==> src/rtl/rdc_pkg.sv <==
package rdc_pkg;
  // Drive enables of the external bus pin groups, 1 = drive
  typedef struct packed {
    logic addr;
    logic data;
    logic ctrl;
    logic dstb;
  } bus_oe_t;
endpackage

==> src/rtl/rdc_sync.sv <==
module rdc_sync #(
  parameter int               STAGES = 2,
  parameter int               WIDTH  = 1,
  parameter logic [WIDTH-1:0] IDLE   = '1
) (
  input  logic             clk,
  input  logic             rst,
  input  logic [WIDTH-1:0] d,
  output logic [WIDTH-1:0] q
);
  logic [STAGES-1:0][WIDTH-1:0] stage;

  always_ff @(posedge clk) begin
    if (rst) begin
      stage <= {STAGES{IDLE}};
    end else begin
      stage[0] <= d;
      for (int i = 1; i < STAGES; i++) stage[i] <= stage[i-1];
    end
  end

  assign q = stage[STAGES-1];
endmodule

==> src/rtl/rdc_sw_timer.sv <==
module rdc_sw_timer #(
  parameter int CYCLES = 124
) (
  input  logic clk,
  input  logic rst,
  input  logic abort,
  input  logic req,
  output logic active,
  output logic active_nxt
);
  localparam int CW = $clog2(CYCLES + 1);

  logic [CW-1:0] cnt, cnt_nxt;

  always_comb begin
    if (abort)             cnt_nxt = '0;
    else if (cnt != '0)    cnt_nxt = cnt - 1'b1;
    else if (req)          cnt_nxt = CW'(CYCLES);
    else                   cnt_nxt = '0;
  end

  always_ff @(posedge clk) begin
    if (rst) cnt <= '0;
    else     cnt <= cnt_nxt;
  end

  assign active     = (cnt != '0);
  assign active_nxt = (cnt_nxt != '0);
endmodule

==> src/rtl/rdc_pin_ctrl.sv <==
module rdc_pin_ctrl
  import rdc_pkg::*;
(
  input  logic    clk,
  input  logic    cold_nxt,
  input  logic    ext_master,
  output bus_oe_t oe,
  output logic    cs_high
);
  // cold_nxt already carries the power-on reset, so no separate reset branch
  always_ff @(posedge clk) begin
    oe.addr <= ~cold_nxt;
    oe.data <= ~cold_nxt;
    oe.ctrl <= ~cold_nxt;
    oe.dstb <= ~cold_nxt & ~ext_master;
    cs_high <= cold_nxt;
  end
endmodule

==> src/rtl/rst_domain_ctrl.sv <==
module rst_domain_ctrl
  import rdc_pkg::*;
#(
  parameter int SW_RST_CYCLES = 124,
  parameter int SYNC_STAGES   = 2
) (
  input  logic clk,
  input  logic rst,
  input  logic rst_pad_n_i,
  input  logic halt_n_i,
  input  logic sw_rst_req,
  input  logic ext_master,
  input  logic bus_width_strap,
  output logic rst_pad_oe,
  output logic cpu_rst,
  output logic cfg_rst,
  output logic irq_cfg_rst,
  output logic periph_rst,
  output logic addr_oe,
  output logic data_oe,
  output logic ctrl_oe,
  output logic dstb_oe,
  output logic cs_force_high,
  output logic mux_oe,
  output logic cs0_wide
);
  localparam int PADS = 2;

  logic [PADS-1:0] pad_s;
  logic            cold_nxt;
  logic            cold_q;
  logic            sw_on;
  logic            sw_nxt;
  logic            periph_q;
  logic            wide_q;
  bus_oe_t         bus_oe;

  // Pad levels enter the clock domain before being combined
  rdc_sync #(
    .STAGES(SYNC_STAGES),
    .WIDTH (PADS),
    .IDLE  ({PADS{1'b1}})
  ) u_sync (
    .clk(clk),
    .rst(rst),
    .d  ({rst_pad_n_i, halt_n_i}),
    .q  (pad_s)
  );

  // Cold reset: both pads low together, or power-on reset
  assign cold_nxt = rst | (pad_s == '0);

  rdc_sw_timer #(
    .CYCLES(SW_RST_CYCLES)
  ) u_timer (
    .clk       (clk),
    .rst       (rst),
    .abort     (cold_nxt),
    .req       (sw_rst_req),
    .active    (sw_on),
    .active_nxt(sw_nxt)
  );

  rdc_pin_ctrl u_pins (
    .clk       (clk),
    .cold_nxt  (cold_nxt),
    .ext_master(ext_master),
    .oe        (bus_oe),
    .cs_high   (cs_force_high)
  );

  always_ff @(posedge clk) begin
    cold_q   <= cold_nxt;
    periph_q <= cold_nxt | sw_nxt;
  end

  // Strap captured on the edge that ends a cold reset
  always_ff @(posedge clk) begin
    if (rst)                     wide_q <= 1'b0;
    else if (cold_q && !cold_nxt) wide_q <= bus_width_strap;
  end

  assign rst_pad_oe  = sw_on;
  assign cpu_rst     = cold_q;
  assign cfg_rst     = cold_q;
  assign irq_cfg_rst = cold_q;
  assign periph_rst  = periph_q;
  assign addr_oe     = bus_oe.addr;
  assign data_oe     = bus_oe.data;
  assign ctrl_oe     = bus_oe.ctrl;
  assign dstb_oe     = bus_oe.dstb;
  assign mux_oe      = 1'b1;
  assign cs0_wide    = wide_q;
endmodule

==> config.mk <==
export PLATFORM = sky130hd
export DESIGN_NAME = rst_domain_ctrl
export DESIGN_NICKNAME = d
export VERILOG_FILES = /design/src/rtl/rdc_pkg.sv /design/src/rtl/rdc_sync.sv /design/src/rtl/rdc_sw_timer.sv /design/src/rtl/rdc_pin_ctrl.sv /design/src/rtl/rst_domain_ctrl.sv
export SDC_FILE = /design/constraint.sdc
export NUM_CORES = 1
export LEC_CHECK = 0
export ABC_AREA = 1
export BUFFER_PORTS_ARGS = -buffer_cell sky130_fd_sc_hd__buf_4
export CORE_ASPECT_RATIO = 0.7
export CORE_MARGIN = 5
export CORE_UTILIZATION = 40
export CTS_CLUSTER_DIAMETER = 80
export CTS_CLUSTER_SIZE = 12
export DETAILED_ROUTE_END_ITERATION = 8
export GPL_TIMING_DRIVEN = 0
export PLACE_DENSITY = 0.66
export REMOVE_ABC_BUFFERS = 1
export SLEW_MARGIN = 20
export SYNTH_ARGS = -nofsm -noshare
export SYNTH_HDL_FRONTEND = slang
export SYNTH_SLANG_ARGS = --single-unit
==> constraint.sdc <==
create_clock -name clk -period 1.7 [get_ports clk]
set_input_delay 0.34 -clock clk [delete_from_list [all_inputs] [get_ports clk]]
set_output_delay 0.34 -clock clk [all_outputs]
set_load 0.02 [all_outputs]
# == Word-level counts from Yosys, hierarchy flattened ==
# Cells that the tools add are included.
# word_totals
word_cells,22
register_bits,16
input_bits,7
# classes
n_reduce_logical,5
n_mux,3
bitwise,5
add_sub_neg,1
# op_table
op,n
$mux W7,3
$reduce_bool A7 Y1,2
$sub A7 B1 Y7 const B,1
$logic_not A2 Y1,1
$not A1 Y1,2
$or A1 B1 Y1,2
$and A1 B1 Y1,1
$logic_and A1 B1 Y1,1
$logic_not A1 Y1,1

# == Logic depth before layout (Yosys ltp) ==
# Gate-level depths: netlist (run 1).
# depth
depth_word,5
depth_mapped,11
depth_no_buf,11

# == Hierarchy ==
# Synthesis (run 1) repeated with hierarchy kept, for this count alone.
# unflattened
cells_unflattened,118
hier_area_um2,844.6
# by_module_without_submodules
mod,instances,seq_area_each_um2,cells_per_inst,area_each_um2
rdc_sw_timer,1,140.1,74,475.5
rst_domain_ctrl,1,60.1,22,155.1
rdc_sync,1,80.1,15,131.4
rdc_pin_ctrl,1,60.1,7,82.6

# == Least setup slack after synthesis (run 1) ==
# Ideal clock, no wire load.
# synth_timing
path_type,register to register
start,register u_timer.cnt[0]
end,"register periph_q, in the netlist periph_rst"
setup_slack_ns,0.328
required_ns,1.586
stages_incl_launch_ff,12
arrival_time_ns,1.258
period_less_slack_ns,1.372
setup_time_ns,0.114
path_buffers,0
path_cell_list,dfxtp_1 inv_1 ha_1 inv_1 nor2_2 nand3_4 nand2_1 nand2_1 nor2_1 nand2_1 nor2_1 nand2_1
# synth_via
elab_chain_len,5
word_cells_on_any_way,6
cone_classes,1 x add/sub; 2 x mux; 1 x bitwise; 2 x reduce/logical
# synth_lines
item,line,rtl
"start, declared",rdc_sw_timer.sv:13,"logic [CW-1:0] cnt, cnt_nxt;"
"start signal, assigned",rdc_sw_timer.sv:24,else cnt <= cnt_nxt;
$reduce_bool A7 Y1,-,
net rst_pad_oe,rst_domain_ctrl.sv:14,"output logic rst_pad_oe,"
$mux W7,rdc_sw_timer.sv:17,else if (cnt != '0) cnt_nxt = cnt - 1'b1;
$mux W7,rdc_sw_timer.sv:16,if (abort) cnt_nxt = '0;
$reduce_bool A7 Y1,rdc_sw_timer.sv:28,assign active_nxt = (cnt_nxt != '0);
$or A1 B1 Y1,rst_domain_ctrl.sv:74,periph_q <= cold_nxt | sw_nxt;
"end signal, assigned",rst_domain_ctrl.sv:74,
"end, declared",rst_domain_ctrl.sv:34,logic periph_q;
# The timed path passes the listed nets, and every way through them passes these cells.
# A chain may end at the register's enable or synchronous reset.

# == Worst setup path after layout (run 1) ==
# layout_timing
start,register u_timer.cnt[1]
end,output rst_pad_oe
# layout_via
elab_chain_len,1
# layout_lines
item,line,rtl
$reduce_bool A7 Y1,rdc_sw_timer.sv:27,assign active = (cnt != '0);
"end, declared",rst_domain_ctrl.sv:14,
# Every way passes these cells.

==> results of run 1 <==
-- worst max path at each step --
stage | slack, ps | start | cells after the start | endpoint
detailed placement | 180 | u_timer.cnt[0] | 11 | periph_rst
global route | 20 | u_timer.cnt[1] | 6 | rst_pad_oe
finish | 120 | u_timer.cnt[1] | 6 | rst_pad_oe
CTS | 30 | u_timer.cnt[0] | 6 | rst_pad_oe
global placement | 210 | u_timer.cnt[0] | 11 | periph_rst
floorplan | 330 | u_timer.cnt[0] | 11 | periph_rst
-- logic make-up after synthesis --
kind of cell,Yosys count
AND/OR/NAND/NOR,53
buffers and inverters,24
flip-flops,16
AO/OA/AOI/OAI,3
adder cells (fa/ha/maj),2
XOR/XNOR,1
other,1
-- area by class of cell --
class / instances / area, um2 / area share
inverter: 18 / 67.6 / 0.0735
tap: 22 / 27.5 / 0.0299
sequential: 16 / 320 / 0.348
clock buffer: 4 / 36.3 / 0.0395
multi-input combinational: 60 / 333 / 0.362
timing repair buffer: 18 / 135 / 0.147
-- cells in the final DEF (no fill, tap or decap), drive strengths merged --
| master | n |
|---|---|
| nand2 | 21 |
| xnor2 | 1 |
| dfxtp | 16 |
| nor2 | 16 |
| conb | 1 |
| ha | 2 |
| or2 | 4 |
| nand3b | 1 |
| nand3 | 10 |
| o21ai | 2 |
| inv | 18 |
| nand4 | 1 |
| clkbuf | 4 |
| buf | 18 |
| a21oi | 1 |
-- registers in the layout (all words and copies together) (netlist names) --
signal and cells:
u_pins.oe 2, u_timer.cnt 7, u_sync.stage 2, u_pins.cs_high 1, cs0_wide 1, u_sync.q 2
periph_rst 1
-- where the power goes --
| part | total (mW) | internal [mW] | switching (mW) | leakage, nW |
|---|---|---|---|---|
| logic | 0.817 | 0.324 | 0.494 | 0.342 |
| clock network | 0.247 | 0.130 | 0.116 | 0.0210 |
| registers | 0.541 | 0.463 | 0.0781 | 0.133 |
| total | 1.60 | 0.917 | 0.688 | 0.496 |
-- routing by layer --
| metal | vias to the layer above | share of wire | GRT usage |
|---|---|---|---|
| li1 | 326 | - | - |
| met1 | 262 | 0.52 | 0.129 |
| met2 | 16 | 0.40 | 0.159 |
| met3 | 2 | 0.068 | 0.0512 |
| met4 | 0 | 0.017 | 0.0519 |
| met5 | - | 0 | 0 |
-- through the flow --
| step | power [mW] | util | cells |
|---|---|---|---|
| 6_report | 1.61 | 0.500 | 138 |
| 5_1_grt | 1.75 | 0.500 | 138 |
| 4_1_cts | 1.60 | 0.496 | 137 |
| 3_5_place_dp | 1.34 | 0.474 | 133 |
| 3_3_place_gp | 1.32 | 0.474 | 133 |
| 2_1_floorplan | 1.15 | - | 94 |
-- repair_timing --
item / 4_1_cts / 5_1_grt
setup buffers: 0 / 1
gates resized for setup: 2 / 0
hold buffers: 0 / 0
setup endpoints to repair: 1 / 1
==> flow_summary_export.csv, run 1 <==
group,metric,value,unit
worst_setup_path,reg2reg_from,"u_timer.cnt[1]",
placement,gp_congestion,0.782,
synthesis,yosys.area.top_type_share,0.421,
routing,viasPerCell,4.39,
sta,clock.fmax,632,MHz
sta,rsz0062_at_grt,"false",
placement,dpl-instance-area,871,um2
floorplan,row_count,13,
worst_setup_path,worst-path-buf-inv,3,
sta,fin_ws,118,ps
routing,drt-wirelength-per-cell,9.72,um
power_and_ir_drop,p_leak,0.496,nW
synthesis,syn-cell-area,761,um2
job,max-cap-violations,0,
worst_setup_path,rr_endpoint,"periph_rst",
finish,n_fill_cell,163,
clocking,clockBufferDepth,2,
clocking,cts_root_buf,"clkbuf_4",
worst_setup_path,rr_worst_depth,12,
synthesis,synthAdderAreaFrac,0.0329,
placement,post-place-ws,180,ps
global_routing,overflow,0,
sta,timing.setup.tns,0,ps
synthesis,synth_area_leaders,"dfxtp_1 (42%), nand2_1 (9.4%), inv_1 (8.4%)",
min_path,worstHoldStart,"ext_master",
worst_setup_path,crit_path_max_incr_delay,320,ps
finish,postLayoutCellArea,920,um2
floorplan,core_area,1840,um2
sta,hold_viol,0,
synthesis,yosys_warnings,0,
power_and_ir_drop,p_per_area,1750,nW/um2
synthesis,synth_cell_types,19,
finish,drive_above_1_share,0.319,
global_routing,grt_pass1_wl,2.26,mm
sta,period_needed,1580,ps
sta,whs,198,ps
synthesis,ys_seq_elements,16,
routing,postRouteAntennaNets,0,
clocking,clkTransAtPathRegs,90,ps
finish,final_nets,126,
synthesis,yosys.cell_count.top_type,"nand2_1",
min_path,hold_path.class,"in2reg",
sta,slew_violations,0,
routing,drc,0,
worst_setup_path,critical_path_class,"reg2out",
floorplan,die_width,62.1,um
synthesis,synthFlopType,"dfxtp_1",
clocking,cts_num_sinks,16,
routing,drt_wl_total,1.34,mm
synthesis,synth_top_family_by_area,"simple AND/OR/NAND/NOR gates",
worst_setup_path,worstPathArrival,1240,ps
synthesis,synthArstFlopShare,0,
synthesis,synth_compound_area_frac,0.0197,
floorplan,io_pins,19,
floorplan,floorplan.die_area,2890,um2
clocking,htree_levels,1,
sta,fin_crit_sh,0.931,
synthesis,synthCells,100,
clocking,tritoncts,"yes",
placement,numPortBuffers,17,
min_path,whs_path_depth,2,
synthesis,syn_area_per_cell,7.61,um2
placement,dpl.hpwl,1.08,mm
finish,diodes,0,
run_status,status,"finished, final reports clean",
worst_setup_path,cpMostUsedCell,"inv_1",
synthesis,synth_simple_gate_area_frac,0.362,
routing,drtIter0Drc,15,
routing,dr.pass1.iters,4,
worst_setup_path,cp_slowest_cell,"dfxtp_1",
worst_setup_path,crit_family,"flip-flops",
routing,via_count,606,
worst_setup_path,crit_path_start_kind,"register",
worst_setup_path,reg2reg_slack,240,ps
clocking,clk_latency,280,ps
sta,final-setup-viol-count,0,
worst_setup_path,path_cells,"inv_1 -> ha_1 -> inv_1 -> nor2_4 -> nand3_4 -> buf_4",
global_routing,grt_use_total,0.106,
global_routing,grt_start_max_net_pins,10,
synthesis,yosys.area.top_type,"dfxtp_1",
global_routing,antenna_found_initial,0,
min_path,whs_endpoint,"u_pins.oe[0]",
floorplan,initial_core_util,0.414,
worst_setup_path,path_max_fanout,3,
synthesis,synth-edff-count,0,
power_and_ir_drop,max-vdd-ir-drop,1000,uV
synthesis,synth_xor_xnor_area_share,0.0115,
worst_setup_path,cp.required,1360,ps
synthesis,synthTopCellsByCount,"nand2_1 (19), inv_1 (17), dfxtp_1 (16), nor2_1 (10), nand3_1 (9)",
sta,clock_skew,2.33,ps
synthesis,ys_seq_area_frac,0.421,
finish,area_growth_syn_to_layout,20.9,%
global_routing,grt_pass1_vias,528,
clocking,cts_buffers,3,
floorplan,die_height,46.5,um
worst_setup_path,crit_path_end_kind,"primary output",
synthesis,synth.area.mux_share,0,
Power figures use the tool's default switching activity.
==> run 2, diff against run 1 <==
--- a/config.mk
+++ b/config.mk
@@ -6,15 +6,15 @@
 export NUM_CORES = 1
 export LEC_CHECK = 0
 export ABC_AREA = 1
-export BUFFER_PORTS_ARGS = -buffer_cell sky130_fd_sc_hd__buf_4
 export CORE_ASPECT_RATIO = 0.7
 export CORE_MARGIN = 5
 export CORE_UTILIZATION = 40
 export CTS_CLUSTER_DIAMETER = 80
 export CTS_CLUSTER_SIZE = 12
 export DETAILED_ROUTE_END_ITERATION = 8
+export DONT_BUFFER_PORTS = 1
 export GPL_TIMING_DRIVEN = 0
-export PLACE_DENSITY = 0.66
+export PLACE_DENSITY = 0.59
 export REMOVE_ABC_BUFFERS = 1
 export SLEW_MARGIN = 20
 export SYNTH_ARGS = -nofsm -noshare
==> constraint.sdc (replaced) <==
create_clock -name clk -period 1.4 [get_ports clk]
set_input_delay 0.28 -clock clk [delete_from_list [all_inputs] [get_ports clk]]
set_output_delay 0.28 -clock clk [all_outputs]
set_load 0.02 [all_outputs]
==> flow_summary_export.csv, run 2 (synthesized netlist as in run 1, its figures left out) <==
group,metric,value,unit
run_status,status,"complete, but fails checks",
run_status,violations,"negative setup slack",
routing,drtIter0Drc,24,
sta,slew_violations,0,
clocking,htree_levels,1,
worst_setup_path,critical_path_class,"reg2reg",
finish,final_cell_mix,"nand2_1 (18), inv_1 (14), dfxtp_1 (13)",
clocking,cts_buffers,3,
min_path,worstHoldStart,"ext_master",
floorplan,die_width,62.1,um
worst_setup_path,path_max_fanout,7,
clocking,clockBufferDepth,2,
finish,top_register,"u_timer.cnt",
sta,clock.fmax,703,MHz
placement,numPortBuffers,0,
finish,regArea,324,um2
min_path,hold_path.class,"in2reg",
sta,tightest_slew,576,ps
finish,postLayoutCellArea,838,um2
placement,dpl-instance-area,743,um2
finish,area_growth_syn_to_layout,10.2,%
routing,dr.pass1.iters,4,
sta,slew_headroom,0.615,
sta,period_needed,1420,ps
worst_setup_path,worstPathArrival,1610,ps
min_path,whs_endpoint,"u_pins.oe[0]",
global_routing,grt_pass1_wl,2.40,mm
floorplan,die_height,46.5,um
job,max-cap-violations,0,
worst_setup_path,cp.required,1590,ps
clocking,clkTransAtPathRegs,100,ps
worst_setup_path,crit_path_end_kind,"register",
worst_setup_path,rr_worst_depth,11,
min_path,whs_path_depth,1,
clocking,cts_num_sinks,16,
sta,clock_skew,9.11,ps
finish,multi_input_area,350,um2
routing,postRouteAntennaNets,0,
global_routing,grt_pass1_vias,548,
routing,drt_wl_total,1.46,mm
power_and_ir_drop,p_per_area,2380,nW/um2
routing,via_count,566,
worst_setup_path,crit_path_start_kind,"register",
clocking,clk_latency,290,ps
finish,final_common_cell,"nand2_1",
placement,gp_congestion,0.743,
finish,largest_register_ffs,7,
placement,dpl.hpwl,1.08,mm
floorplan,floorplan.die_area,2890,um2
worst_setup_path,reg2reg_slack,-20,ps
sta,final-setup-viol-count,2,
routing,viasPerCell,4.56,
finish,final_nets,112,
worst_setup_path,rr_endpoint,"periph_rst",
global_routing,grt_start_max_net_pins,10,
power_and_ir_drop,max-vdd-ir-drop,1370,uV
floorplan,row_count,13,
power_and_ir_drop,p_leak,0.427,nW
finish,diodes,0,
sta,fin_crit_sh,1.02,
routing,drc,0,
global_routing,overflow,0,
clocking,cts_root_buf,"clkbuf_4",
floorplan,core_area,1840,um2
sta,fin_ws,-22.0,ps
sta,timing.setup.tns,-24.6,ps
global_routing,grt_use_total,0.113,
clocking,ctsHoldBuffers,0,
floorplan,io_pins,19,
routing,drt-wirelength-per-cell,11.8,um
clocking,tritoncts,"yes",
worst_setup_path,reg2reg_from,"u_timer.cnt[1]",
sta,hold_viol,0,
finish,drive_above_1_share,0.304,
global_routing,antenna_found_initial,0,
finish,n_fill_cell,188,
floorplan,initial_core_util,0.414,
sta,rsz0062_at_grt,"true",
## run 2: changes by cell type in the layout (fill, tap and decap cells not counted), sizes merged
cell / previous run / this run
buf: 18 / 4
## run 2: stage by stage
| step | hold WS (ps) | total power, mW | instances | util | setup slack [ps] |
|---|---|---|---|---|---|
| 3_3_place_gp | 357 | 1.54 | 116 | 0.404 | -155 |
| 6_report | 45.4 | 1.99 | 124 | 0.456 | -22.0 |
| 2_1_floorplan | 352 | 1.40 | 94 | - | 27.6 |
| 5_1_grt | 22.1 | 2.18 | 124 | 0.456 | -161 |
| 4_1_cts | 38.1 | 2.01 | 124 | 0.455 | -33.6 |
| 3_5_place_dp | 359 | 1.55 | 116 | 0.404 | -160 |
## run 2: how the worst max path moves through the flow
stage                        start          to  slack, ps  depth (start not counted)
finish              u_timer.cnt[1]  periph_rst        -20                         11
global route        u_timer.cnt[1]  periph_rst       -160                         11
CTS                 u_timer.cnt[1]  rst_pad_oe        -30                          5
detailed placement  u_timer.cnt[0]  periph_rst       -160                         11
global placement    u_timer.cnt[0]  periph_rst       -160                         11
floorplan           u_timer.cnt[0]  periph_rst         30                         11
## run 2: per-layer routing
| metal | up-vias | wire length [um] | GRT usage |
|---|---|---|---|
| li1 | 299 | - | - |
| met1 | 243 | 712 | 0.132 |
| met2 | 20 | 614 | 0.182 |
| met3 | 4 | 115 | 0.0585 |
| met4 | 0 | 19 | 0.0390 |
| met5 | - | 0 | 0 |
## run 2: worst max-delay path: stages (launching register included)
cell and delay [ps]:
dfxtp_2 340, inv_2 70, ha_4 130, inv_2 40
nor2_4 100, nand3_4 160, nand2_2 130, nand2_1 50
nor2_1 100, nand2_1 70, nor2_1 80, nand2_1 50
## run 2: area by class of cell
type                            count  area share
Multi-Input combinational cell     60       0.418
Sequential cell                    16       0.387
Inverter                           18      0.0836
Clock buffer                        4      0.0433
Timing Repair Buffer                4      0.0358
Tap cell                           22      0.0328
## run 2: repair_timing
item,in CTS,in global routing
gates resized for setup,11,1
setup endpoints to repair,6,2
buffers inserted,4,0
hold endpoints to repair,0,0
pin swaps,2,3
## run 2: power breakdown
part           total [mW]  switching [mW]  internal (mW)
clock               0.306           0.148          0.158
combinational       0.982           0.589          0.393
sequential          0.706           0.138          0.568
